`src/rtl/rxls_pkg.sv`:
```
package rxls_pkg;

   localparam int CTRL_W = 32;

   localparam logic [31:0] M_OVRD = 32'h8000_0000;
   localparam logic [31:0] M_RDY  = 32'h0000_0400;
   localparam logic [31:0] M_CDR  = 32'h0000_0200;
   localparam logic [31:0] M_CAL  = 32'h0000_0100;
   localparam logic [31:0] M_SLP  = 32'h0000_00C0;
   localparam logic [31:0] M_AUX  = 32'h0000_0020;
   localparam logic [31:0] M_IDDQ = 32'h0000_0010;
   localparam logic [31:0] M_DATA = 32'h0000_0001;

   localparam logic [31:0] CTRL_OFF = M_OVRD | M_SLP | M_AUX | M_IDDQ;

   typedef enum logic [4:0] {
      S_IDLE,
      S_UP_OVRD, S_UP_IDDQ, S_UP_AUX, S_UP_W1, S_UP_SLP, S_UP_W2,
      S_UP_CAL, S_UP_CALW, S_UP_W3, S_UP_DATA, S_UP_RDYLO, S_UP_W4,
      S_UP_CDR, S_UP_W5, S_UP_RDYHI, S_UP_HOLD, S_UP_CDRREL, S_UP_LINK,
      S_DN_OVRD, S_DN_DATA, S_DN_SLP, S_DN_AUX, S_DN_IDDQ,
      S_TX_CHK, S_TX_W
   } seq_st_e;

endpackage

```
`src/rtl/rxls_timer.sv`:
```
module rxls_timer #(
   parameter int TW = 8
) (
   input  logic          clk,
   input  logic          rst_n,
   input  logic          load,
   input  logic [TW-1:0] ld_val,
   output logic          zero
);
   logic [TW-1:0] cnt_q;

   always_ff @(posedge clk or negedge rst_n) begin
      if (!rst_n)            cnt_q <= '0;
      else if (load)         cnt_q <= ld_val;
      else if (cnt_q != '0)  cnt_q <= cnt_q - 1'b1;
   end

   assign zero = (cnt_q == '0);

   // a running count steps down by exactly one per cycle
   assert_timer_step_R4: assert property (@(posedge clk) disable iff (!rst_n)
      (!load && cnt_q != '0) |=> (cnt_q == $past(cnt_q) - 1'b1));

   // an expired count stays expired until reloaded
   assert_timer_hold_R4: assert property (@(posedge clk) disable iff (!rst_n)
      (!load && cnt_q == '0) |=> (cnt_q == '0));

endmodule

```
`src/rtl/rxls_ctrl_reg.sv`:
```
module rxls_ctrl_reg #(
   parameter int          W        = 32,
   parameter logic [W-1:0] RST_VAL = '0
) (
   input  logic         clk,
   input  logic         rst_n,
   input  logic [W-1:0] set_m,
   input  logic [W-1:0] clr_m,
   output logic [W-1:0] word
);
   always_ff @(posedge clk or negedge rst_n) begin
      if (!rst_n) word <= RST_VAL;
      else        word <= (word & ~clr_m) | set_m;
   end

   // the sequencer never sets and clears the same bit in one step
   assert_mask_disjoint_R2: assert property (@(posedge clk) disable iff (!rst_n)
      ((set_m & clr_m) == '0));

   // bits outside both masks hold their value
   assert_bits_hold_R8: assert property (@(posedge clk) disable iff (!rst_n)
      1'b1 |=> ((word & ~($past(set_m) | $past(clr_m))) ==
                ($past(word) & ~($past(set_m) | $past(clr_m)))));

endmodule

```
`src/rtl/rx_lane_seq.sv`:
```
module rx_lane_seq
   import rxls_pkg::*;
#(
   parameter int GAP_SHORT    = 16,
   parameter int GAP_LONG     = 128,
   parameter int CDR_HOLD     = 7_500_000,
   parameter int CAL_TMO      = 500_000_000,
   parameter int LINK_TMO     = 250_000_000,
   parameter int TX_TMO       = 250_000_000,
   parameter bit TX_HANDSHAKE = 1'b1
) (
   input  logic              clk,
   input  logic              rst_n,
   input  logic              up_cmd,
   input  logic              down_cmd,
   input  logic              tx_cmd,
   input  logic              cal_clr,
   input  logic              link_sts,
   input  logic              tx_pwr_up,
   input  logic              tx_ack,
   output logic [CTRL_W-1:0] ctrl,
   output logic              link_clr,
   output logic              tx_en,
   output logic              busy,
   output logic              done,
   output logic              err
);
   localparam int M1   = (GAP_SHORT > GAP_LONG) ? GAP_SHORT : GAP_LONG;
   localparam int M2   = (M1 > CDR_HOLD) ? M1 : CDR_HOLD;
   localparam int M3   = (M2 > CAL_TMO) ? M2 : CAL_TMO;
   localparam int M4   = (M3 > LINK_TMO) ? M3 : LINK_TMO;
   localparam int MAXV = (M4 > TX_TMO) ? M4 : TX_TMO;
   localparam int TW   = $clog2(MAXV + 1);

   localparam logic [TW-1:0] LD_GS   = TW'(GAP_SHORT - 1);
   localparam logic [TW-1:0] LD_GL   = TW'(GAP_LONG - 1);
   localparam logic [TW-1:0] LD_HOLD = TW'(CDR_HOLD - 1);
   localparam logic [TW-1:0] LD_CAL  = TW'(CAL_TMO - 1);
   localparam logic [TW-1:0] LD_LINK = TW'(LINK_TMO - 1);
   localparam logic [TW-1:0] LD_TX   = TW'(TX_TMO - 1);

   initial begin
      assert (GAP_SHORT >= 1 && GAP_LONG >= 1 && CDR_HOLD >= 1)
         else $error("rx_lane_seq: delays must be at least one cycle");
      assert (CAL_TMO >= 2 && LINK_TMO >= 2 && TX_TMO >= 2)
         else $error("rx_lane_seq: timeouts must be at least two cycles");
   end

   seq_st_e           st_q, st_d;
   logic [CTRL_W-1:0] set_m, clr_m;
   logic              t_load, t_zero;
   logic [TW-1:0]     t_val;
   logic              done_d, err_d, lclr_d, tx_set, tx_clr;
   logic              done_q, err_q, lclr_q, tx_en_q;
   logic              tx_go;

   generate
      if (TX_HANDSHAKE) begin : g_tx
         assign tx_go = tx_cmd;
      end else begin : g_notx
         assign tx_go = 1'b0;
      end
   endgenerate

   rxls_timer #(.TW(TW)) u_tmr (
      .clk(clk), .rst_n(rst_n), .load(t_load), .ld_val(t_val), .zero(t_zero)
   );

   rxls_ctrl_reg #(.W(CTRL_W), .RST_VAL(CTRL_OFF)) u_ctrl (
      .clk(clk), .rst_n(rst_n), .set_m(set_m), .clr_m(clr_m), .word(ctrl)
   );

   always_comb begin
      st_d   = st_q;
      set_m  = '0;
      clr_m  = '0;
      t_load = 1'b0;
      t_val  = '0;
      done_d = 1'b0;
      err_d  = 1'b0;
      lclr_d = 1'b0;
      tx_set = 1'b0;
      tx_clr = 1'b0;
      unique case (st_q)
         S_IDLE: begin
            if (up_cmd)        st_d = S_UP_OVRD;
            else if (down_cmd) st_d = S_DN_OVRD;
            else if (tx_go)    st_d = S_TX_CHK;
         end
         S_UP_OVRD:  begin set_m = M_OVRD; st_d = S_UP_IDDQ; end
         S_UP_IDDQ:  begin clr_m = M_IDDQ; st_d = S_UP_AUX; end
         S_UP_AUX:   begin clr_m = M_AUX; t_load = 1'b1; t_val = LD_GS; st_d = S_UP_W1; end
         S_UP_W1:    if (t_zero) st_d = S_UP_SLP;
         S_UP_SLP:   begin clr_m = M_SLP; t_load = 1'b1; t_val = LD_GL; st_d = S_UP_W2; end
         S_UP_W2:    if (t_zero) st_d = S_UP_CAL;
         S_UP_CAL:   begin set_m = M_CAL; t_load = 1'b1; t_val = LD_CAL; st_d = S_UP_CALW; end
         S_UP_CALW: begin
            if (cal_clr) begin
               clr_m  = M_CAL;
               t_load = 1'b1;
               t_val  = LD_GS;
               st_d   = S_UP_W3;
            end else if (t_zero) begin
               err_d = 1'b1;
               st_d  = S_IDLE;
            end
         end
         S_UP_W3:    if (t_zero) st_d = S_UP_DATA;
         S_UP_DATA:  begin set_m = M_DATA; st_d = S_UP_RDYLO; end
         S_UP_RDYLO: begin clr_m = M_RDY; t_load = 1'b1; t_val = LD_GS; st_d = S_UP_W4; end
         S_UP_W4:    if (t_zero) st_d = S_UP_CDR;
         S_UP_CDR:   begin set_m = M_CDR; t_load = 1'b1; t_val = LD_GS; st_d = S_UP_W5; end
         S_UP_W5:    if (t_zero) st_d = S_UP_RDYHI;
         S_UP_RDYHI: begin set_m = M_RDY; t_load = 1'b1; t_val = LD_HOLD; st_d = S_UP_HOLD; end
         S_UP_HOLD:  if (t_zero) st_d = S_UP_CDRREL;
         S_UP_CDRREL: begin clr_m = M_CDR; t_load = 1'b1; t_val = LD_LINK; st_d = S_UP_LINK; end
         S_UP_LINK: begin
            if (link_sts) begin
               lclr_d = 1'b1;
               done_d = 1'b1;
               st_d   = S_IDLE;
            end else if (t_zero) begin
               err_d = 1'b1;
               st_d  = S_IDLE;
            end
         end
         S_DN_OVRD: begin set_m = M_OVRD; st_d = S_DN_DATA; end
         S_DN_DATA: begin clr_m = M_DATA; st_d = S_DN_SLP; end
         S_DN_SLP:  begin set_m = M_SLP;  st_d = S_DN_AUX; end
         S_DN_AUX:  begin set_m = M_AUX;  st_d = S_DN_IDDQ; end
         S_DN_IDDQ: begin set_m = M_IDDQ; done_d = 1'b1; st_d = S_IDLE; end
         S_TX_CHK: begin
            if (tx_pwr_up) begin
               done_d = 1'b1;
               st_d   = S_IDLE;
            end else begin
               tx_set = 1'b1;
               t_load = 1'b1;
               t_val  = LD_TX;
               st_d   = S_TX_W;
            end
         end
         S_TX_W: begin
            if (tx_ack) begin
               tx_clr = 1'b1;
               done_d = 1'b1;
               st_d   = S_IDLE;
            end else if (t_zero) begin
               err_d = 1'b1;
               st_d  = S_IDLE;
            end
         end
         default: st_d = S_IDLE;
      endcase
   end

   always_ff @(posedge clk or negedge rst_n) begin
      if (!rst_n) begin
         st_q    <= S_IDLE;
         done_q  <= 1'b0;
         err_q   <= 1'b0;
         lclr_q  <= 1'b0;
         tx_en_q <= 1'b0;
      end else begin
         st_q   <= st_d;
         done_q <= done_d;
         err_q  <= err_d;
         lclr_q <= lclr_d;
         if (tx_set)      tx_en_q <= 1'b1;
         else if (tx_clr) tx_en_q <= 1'b0;
      end
   end

   assign busy     = (st_q != S_IDLE);
   assign done     = done_q;
   assign err      = err_q;
   assign link_clr = lclr_q;
   assign tx_en    = tx_en_q;

   // busy only ends with a completion or error pulse
   assert_busy_end_R9: assert property (@(posedge clk) disable iff (!rst_n)
      $fell(busy) |-> (done || err));

   // completion and error never coincide
   assert_flag_excl_R9: assert property (@(posedge clk) disable iff (!rst_n)
      !(done && err));

   // the link clear strobe accompanies completion
   assert_lclr_done_R6: assert property (@(posedge clk) disable iff (!rst_n)
      link_clr |-> done);

   // calibration starts only with the lane fully awake
   assert_cal_awake_R2: assert property (@(posedge clk) disable iff (!rst_n)
      $rose(ctrl[8]) |-> (ctrl[31] && ctrl[7:6] == 2'b00 && !ctrl[5] && !ctrl[4]));

   // data enable follows calibration completion
   assert_data_after_cal_R3: assert property (@(posedge clk) disable iff (!rst_n)
      $rose(ctrl[0]) |-> (!ctrl[8] && !ctrl[4]));

   // CDR reset rises with data on and PHY-ready low
   assert_cdr_order_R3: assert property (@(posedge clk) disable iff (!rst_n)
      $rose(ctrl[9]) |-> (ctrl[0] && !ctrl[10]));

   // receiver IDDQ is the last power-down step
   assert_iddq_last_R8: assert property (@(posedge clk) disable iff (!rst_n)
      $rose(ctrl[4]) |-> (ctrl[7:6] == 2'b11 && ctrl[5] && !ctrl[0]));

   // transmit enable drops only after an acknowledge
   assert_tx_drop_R10: assert property (@(posedge clk) disable iff (!rst_n)
      $fell(tx_en) |-> $past(tx_ack));

endmodule

```
`config.mk`:
```
export PLATFORM = sky130hd
export DESIGN_NAME = rx_lane_seq
export DESIGN_NICKNAME = d
export VERILOG_FILES = /design/src/rtl/rxls_pkg.sv /design/src/rtl/rxls_timer.sv /design/src/rtl/rxls_ctrl_reg.sv /design/src/rtl/rx_lane_seq.sv
export SDC_FILE = /design/constraint.sdc
export NUM_CORES = 1
export LEC_CHECK = 0
export ABC_AREA = 1
export CAP_MARGIN = 0
export CORE_MARGIN = 4
export CORE_UTILIZATION = 30
export DETAILED_ROUTE_END_ITERATION = 10
export GPL_TIMING_DRIVEN = 1
export PLACE_DENSITY = 0.52
export SYNTH_ARGS = -nofsm -noshare
export SYNTH_HDL_FRONTEND = slang
export SYNTH_SLANG_ARGS = --single-unit
```
`constraint.sdc`:
```
create_clock -name clk -period 2.35 [get_ports clk]
set_input_delay 0.235 -clock clk [delete_from_list [all_inputs] [get_ports clk]]
set_output_delay 0.235 -clock clk [all_outputs]
set_load 0.1 [all_outputs]
```
* Word-level counts from Yosys, hierarchy flattened
Index checks and enable logic that the tools add are counted.
** Storage, ports and cells
- Register bits after elaboration :: 70
- Output and inout bits :: 37
** Operators by class
- Add/sub/neg operators :: 1
- Eq/ne operators :: 32
- Muxes and demuxes :: 40
- Bitwise operators :: 3
- Reduce and logical (&&, ||, !) cells :: 10
** Operators with widths (count)
- $pmux W32 S8 :: 1
- $pmux W29 S7 :: 1
- $pmux W5 S25 :: 1
- $pmux W11 S7 :: 1
- $mux W5 :: 14
- $mux W29 :: 2
- $eq A5 B5 Y1 const B :: 10
- $eq A5 B4 Y1 const B :: 8
- $and A32 B32 Y32 :: 1
- $not A11 Y32 :: 1
- $or A32 B32 Y32 :: 1
- $logic_not A29 Y1 :: 1
- $reduce_bool A29 Y1 :: 1
- $sub A29 B1 Y29 const B :: 1
- $mux W28 :: 1
- $eq A5 B3 Y1 const B :: 4
- $mux W1 :: 14
- $ne A2 B2 Y1 const B :: 6
- $eq A5 B2 Y1 const B :: 2
- $mux W9 :: 1
- $reduce_and A7 Y1 :: 1
- $reduce_or A7 Y1 :: 1
- $pmux W1 S3 :: 2
- $eq A5 B1 Y1 const B :: 1
- other kinds (8) :: 9

* Depth between registers and ports, before layout
- Depth in word-level cells :: 5
- Depth in mapped cells :: 12
- Gate-level depth less buffers :: 11

* By module
From an unflattened synthesis, not the netlist that was laid out.
** Second synthesis, totals
- Cell total of the unflattened synthesis :: 633
- Area, all modules :: 4285.4 um^2
** By module, submodules not included
- rxls_timer :: instances 1, cells each 300, area an instance 2021.9 um^2, seq. area each 725.7 um^2
- rxls_ctrl_reg :: instances 1, cells each 160, area an instance 1287.5 um^2, seq. area each 807.0 um^2
- rx_lane_seq :: instances 1, cells each 173, area an instance 975.9 um^2, seq. area each 225.2 um^2

* Worst setup path after synthesis
Ideal clock, no wire load.
- Path kind :: register to register
- From :: register st_q[0]
- To :: register st_q[0]
- Setup time :: 66 ps
- Arrival time :: 1970 ps
- Data required time :: 2284 ps
- Setup slack :: 315 ps
- Cell stages (with the launch flop) :: 13
- Path buffers :: 1
- Clock period less this slack :: 2035 ps
- Path through :: dfrtp_1 > buf_2 > inv_1 > nand2_1 > nor2_1 > nand2_1 > nor2_1 > nor2_1 > nand2_1 > nor2_1 > nand2_1 > nand2_1 > nand2_1
** Between the ends
- Longest elaborated chain between the ends :: 3
** Ends and longest elaborated chain
- start: declaration :: RTL line rx_lane_seq.sv:49 : seq_st_e st_q, st_d;
- start signal: assignment :: RTL line rx_lane_seq.sv:165 : st_q <= st_d;
- $eq A5 B3 Y1, or another cell as far along :: RTL line rx_lane_seq.sv:84 : unique case (st_q)
- $ne A2 B2 Y1 (no source line), or another cell as far along
- $reduce_and A7 Y1 (no source line) or $pmux W5 S25 (tied branches)
Parallel ways exist; a longest one is shown, timed or not.
A chain may end at the register's enable or synchronous reset.

* Final worst setup path
- From :: register u_tmr.cnt_q[0]
- To :: register u_tmr.cnt_q[27]
** Between the ends
- Longest elaborated chain between the ends :: 3
** Ends and longest elaborated chain
- start: declaration :: RTL line rxls_timer.sv:10 : logic [TW-1:0] cnt_q;
- start signal: assignment :: RTL line rxls_timer.sv:14 : else if (load) cnt_q <= ld_val;
- start signal: assignment :: RTL line rxls_timer.sv:15 : else if (cnt_q != '0) cnt_q <= cnt_q - 1'b1;
- $sub A29 B1 Y29 :: RTL line rxls_timer.sv:15
- $mux W29 :: RTL line rxls_timer.sv:15
- $mux W29 :: RTL line rxls_timer.sv:14
Parallel ways exist; a longest one is shown, timed or not. The select of a mux whose other input is x is not followed.

==> results by group <==
Routing
  • First drt pass iteration count: 4
  • Post-DR wirelength/cell: between 10 and 15 um
  • Via density: roughly 4.7
  • DRC viols: 0
  • Initial drt markers: 202
  • DRT Wirelength: a little under 9000 um
  • Post-route ant nets: 0
  • Vias: between 3000 and 4000

Synth
  • Register area share after synthesis: 36.3%
  • Post-Syn Area per Cell: ~6.5 um^2
  • #FFs+latches synth: between 40 and 50
  • Yosys cell types: 33
  • Mux cell area share after synthesis: 0%
  • Synthesized area: roughly 3300 um^2
  • Synth Area in XOR/XNOR: under 10%
  • Synth Area in Compound Gates: under 10%
  • Synth warnings: 0
  • Post-synth EDFFs: 0
  • Cells after Synth: 502
  • Synth Area in Simple Gates: 40.6%
  • FFs w/ async S/R, synth: 100%
  • Largest family of logic cells by synthesized area: simple AND/OR/NAND/NOR gates
  • Top_reg_cell synth: dfrtp_1
  • Adder-cell area share of the yosys netlist: 0.384%

Clock network
  • TritonCTS buffer count: 5
  • CTS Sinks: 47
  • CTS tree: yes
  • H-tree levels: 2
  • CTS max path bufs: 2
  • CTS clk-pin slew, worst paths: 0.09 ns
  • # resized after CTS: 0
  • Clk root buf: clkbuf_8
  • Clock network latency to the later pin of the worst-skew pair: around 0.30 ns

Global route
  • Total gr overflow: 0
  • Largest net degree at the start of global routing: 30
  • First-pass GRT wire length: 15200 um
  • Initial antenna violation count: 0
  • Overall Global Routing Usage: between 10 and 15%
  • Vias in the first global route: ~3100

Die
  • Chip width: around 110 um
  • Core area: between 10000 and 15000 um^2
  • FP Rows: 37
  • Chip Height: about 110 um
  • Initial Util: between 30% and 40%
  • Die area: 12600 um^2
  • I/O pin total: 46

Timing
  • Fin crit period: 2.02 ns
  • Final hold slack: about 0.4 ns
  • Slew Viols, Final: 0
  • Final hold violations: 0
  • Clk_skew: 0.00542 ns
  • Final setup fails: 0
  • F_max: just under 0.5 GHz
  • Setup_tns: 0 ns
  • Final period util: 85.8%
  • Setup repair after global routing missed its margin: false

Final layout
  • # fillers: around 1200
  • Post-route design area: roughly 3700 um^2
  • Final #Nets: roughly 540
  • Post-Layout Cell Count: 668
  • Ant. Diodes: 0
  • P&R area growth vs syn: 13.2%
  • Layout cells sized above 1: about a tenth

Setup path
  • Nature of the critical path startpoint: register
  • WS Path Type: reg2reg
  • Worst Setup End Kind: register
  • Critical Path AT: between 2 and 2.5 ns
  • Worst-path fanout max: 20
  • CP Data Required Time: 2.52 ns

Run
  • Max-Cap Viols: 0

Hold path
  • Hold Path Class: in2async

Status
  • Run status: completed

Placement
  • Post-DP HPWL: 7050 um
  • Number of port buffers: 22
  • Routability cong.: 0.928
  • Dpl cells: between 600 and 700
  • DP Area: 3550 um^2

Power and ir drop
  • Pwr dens: 1420 nW/um^2
  • Max VDD drop: approximately 0.65 mV
  • Leakage power: 1.96 nW
## layout by cell type, fill, tap and decap left out, drive strengths merged, types with 12 or more instances in the layout
cell type,n
inv,56
a21oi,22
nand3,39
nand2,150
o21ai,12
dfrtp,42
nand4,12
buf,23
conb,23
nor2,104
## repair_timing
item | in CTS | in global routing
buffers inserted | 0 | 0
hold endpoints to repair | 14 | 0
hold buffers | 1 | 0
## cells by family after synthesis
kind of cell             count (synthesis)
AND/OR/NAND/NOR                        316
buffers and inverters                   86
flip-flops                              47
AO/OA/AOI/OAI                           43
XOR/XNOR                                 8
adder cells (fa/ha/maj)                  1
other                                    1
## power breakdown
group,switching (mW),internal (mW)
Sequential,0.315,1.13
Clock,0.295,0.350
Combinational,2.25,0.900
## layer usage
layer / share of wire (%) / wire (um) / up-vias / global-route usage [%]
met5: 0 / 0 / - / 0
met4: 0.88 / 78 / 0 / 3.29
met3: 4.9 / 437 / 9 / 2.53
met2: 48 / 4280 / 91 / 25.6
met1: 46 / 4070 / 1472 / 19.0
li1: - / - / 1595 / -
## registers in the layout (all words and copies together) (netlist names)
signal and flops:
u_tmr.cnt_q 29, u_ctrl.word 9, st_q 5, done 1
err 1, link_clr 1, tx_en 1
## stage by stage
step / worst slack, ns / total power [mW] / util (%)
after detailed placement: 0.367 / 4.61 / 34.0
after CTS: 0.342 / 5.28 / 35.2
after global placement: 0.415 / 4.60 / 34.0
final: 0.334 / 5.24 / 35.2
after global routing: 0.0913 / 5.71 / 35.2
after floorplan: 0.315 / 3.89 / -
## cells in the mapped netlist (all sizes together) (2+ instances only)
master | instances | share of area, %
nand2 | 150 | 17
nor2 | 104 | 12
inv | 55 | 6.3
dfrtp | 42 | 32
nand3 | 39 | 6.3
buf | 30 | 6.6
a21oi | 22 | 3.4
nand4 | 12 | 2.5
o21ai | 12 | 1.8
nor3 | 7 | 1.1
dfstp | 5 | 4.0
o21bai | 5 | 1.2
xor2 | 5 | 1.3
xnor2 | 3 | 0.81
nand3b | 2 | 0.46
## path summary, 6_finish.rpt
check	from	slack, ns	end	cells past startpoint
min reg2reg	u_ctrl.word[5]	0.47	u_ctrl.word[5]	2
min in group clk	u_ctrl.word[5]	0.47	u_ctrl.word[5]	2
min	rst_n	0.40	u_tmr.cnt_q[11]	2
max	u_tmr.cnt_q[0]	0.33	u_tmr.cnt_q[27]	8
max reg2reg	u_tmr.cnt_q[0]	0.33	u_tmr.cnt_q[27]	8
max in group asynchronous	rst_n	1.32	u_ctrl.word[4]	3
## worst max-delay path: stages, from the launching register on
cell,delay [ns]
dfrtp_1,0.39
inv_1,0.08
ha_1,0.21
nand2_1,0.13
nor2_2,0.31
nand4_2,0.27
nor2_1,0.16
buf_4,0.27
a21oi_1,0.07
## final cells by class
class	count	area, um^2	share of cell area, %
Clock buffer	6	82.6	2.24
Clock inverter	2	38.8	1.05
Inverter	55	206	5.60
Multi-Input combinational cell	391	1730	46.9
Sequential cell	47	1180	32.1
Tap cell	136	170	4.62
Timing Repair Buffer	31	275	7.47
Note: power is estimated with default switching activity, not from simulation.
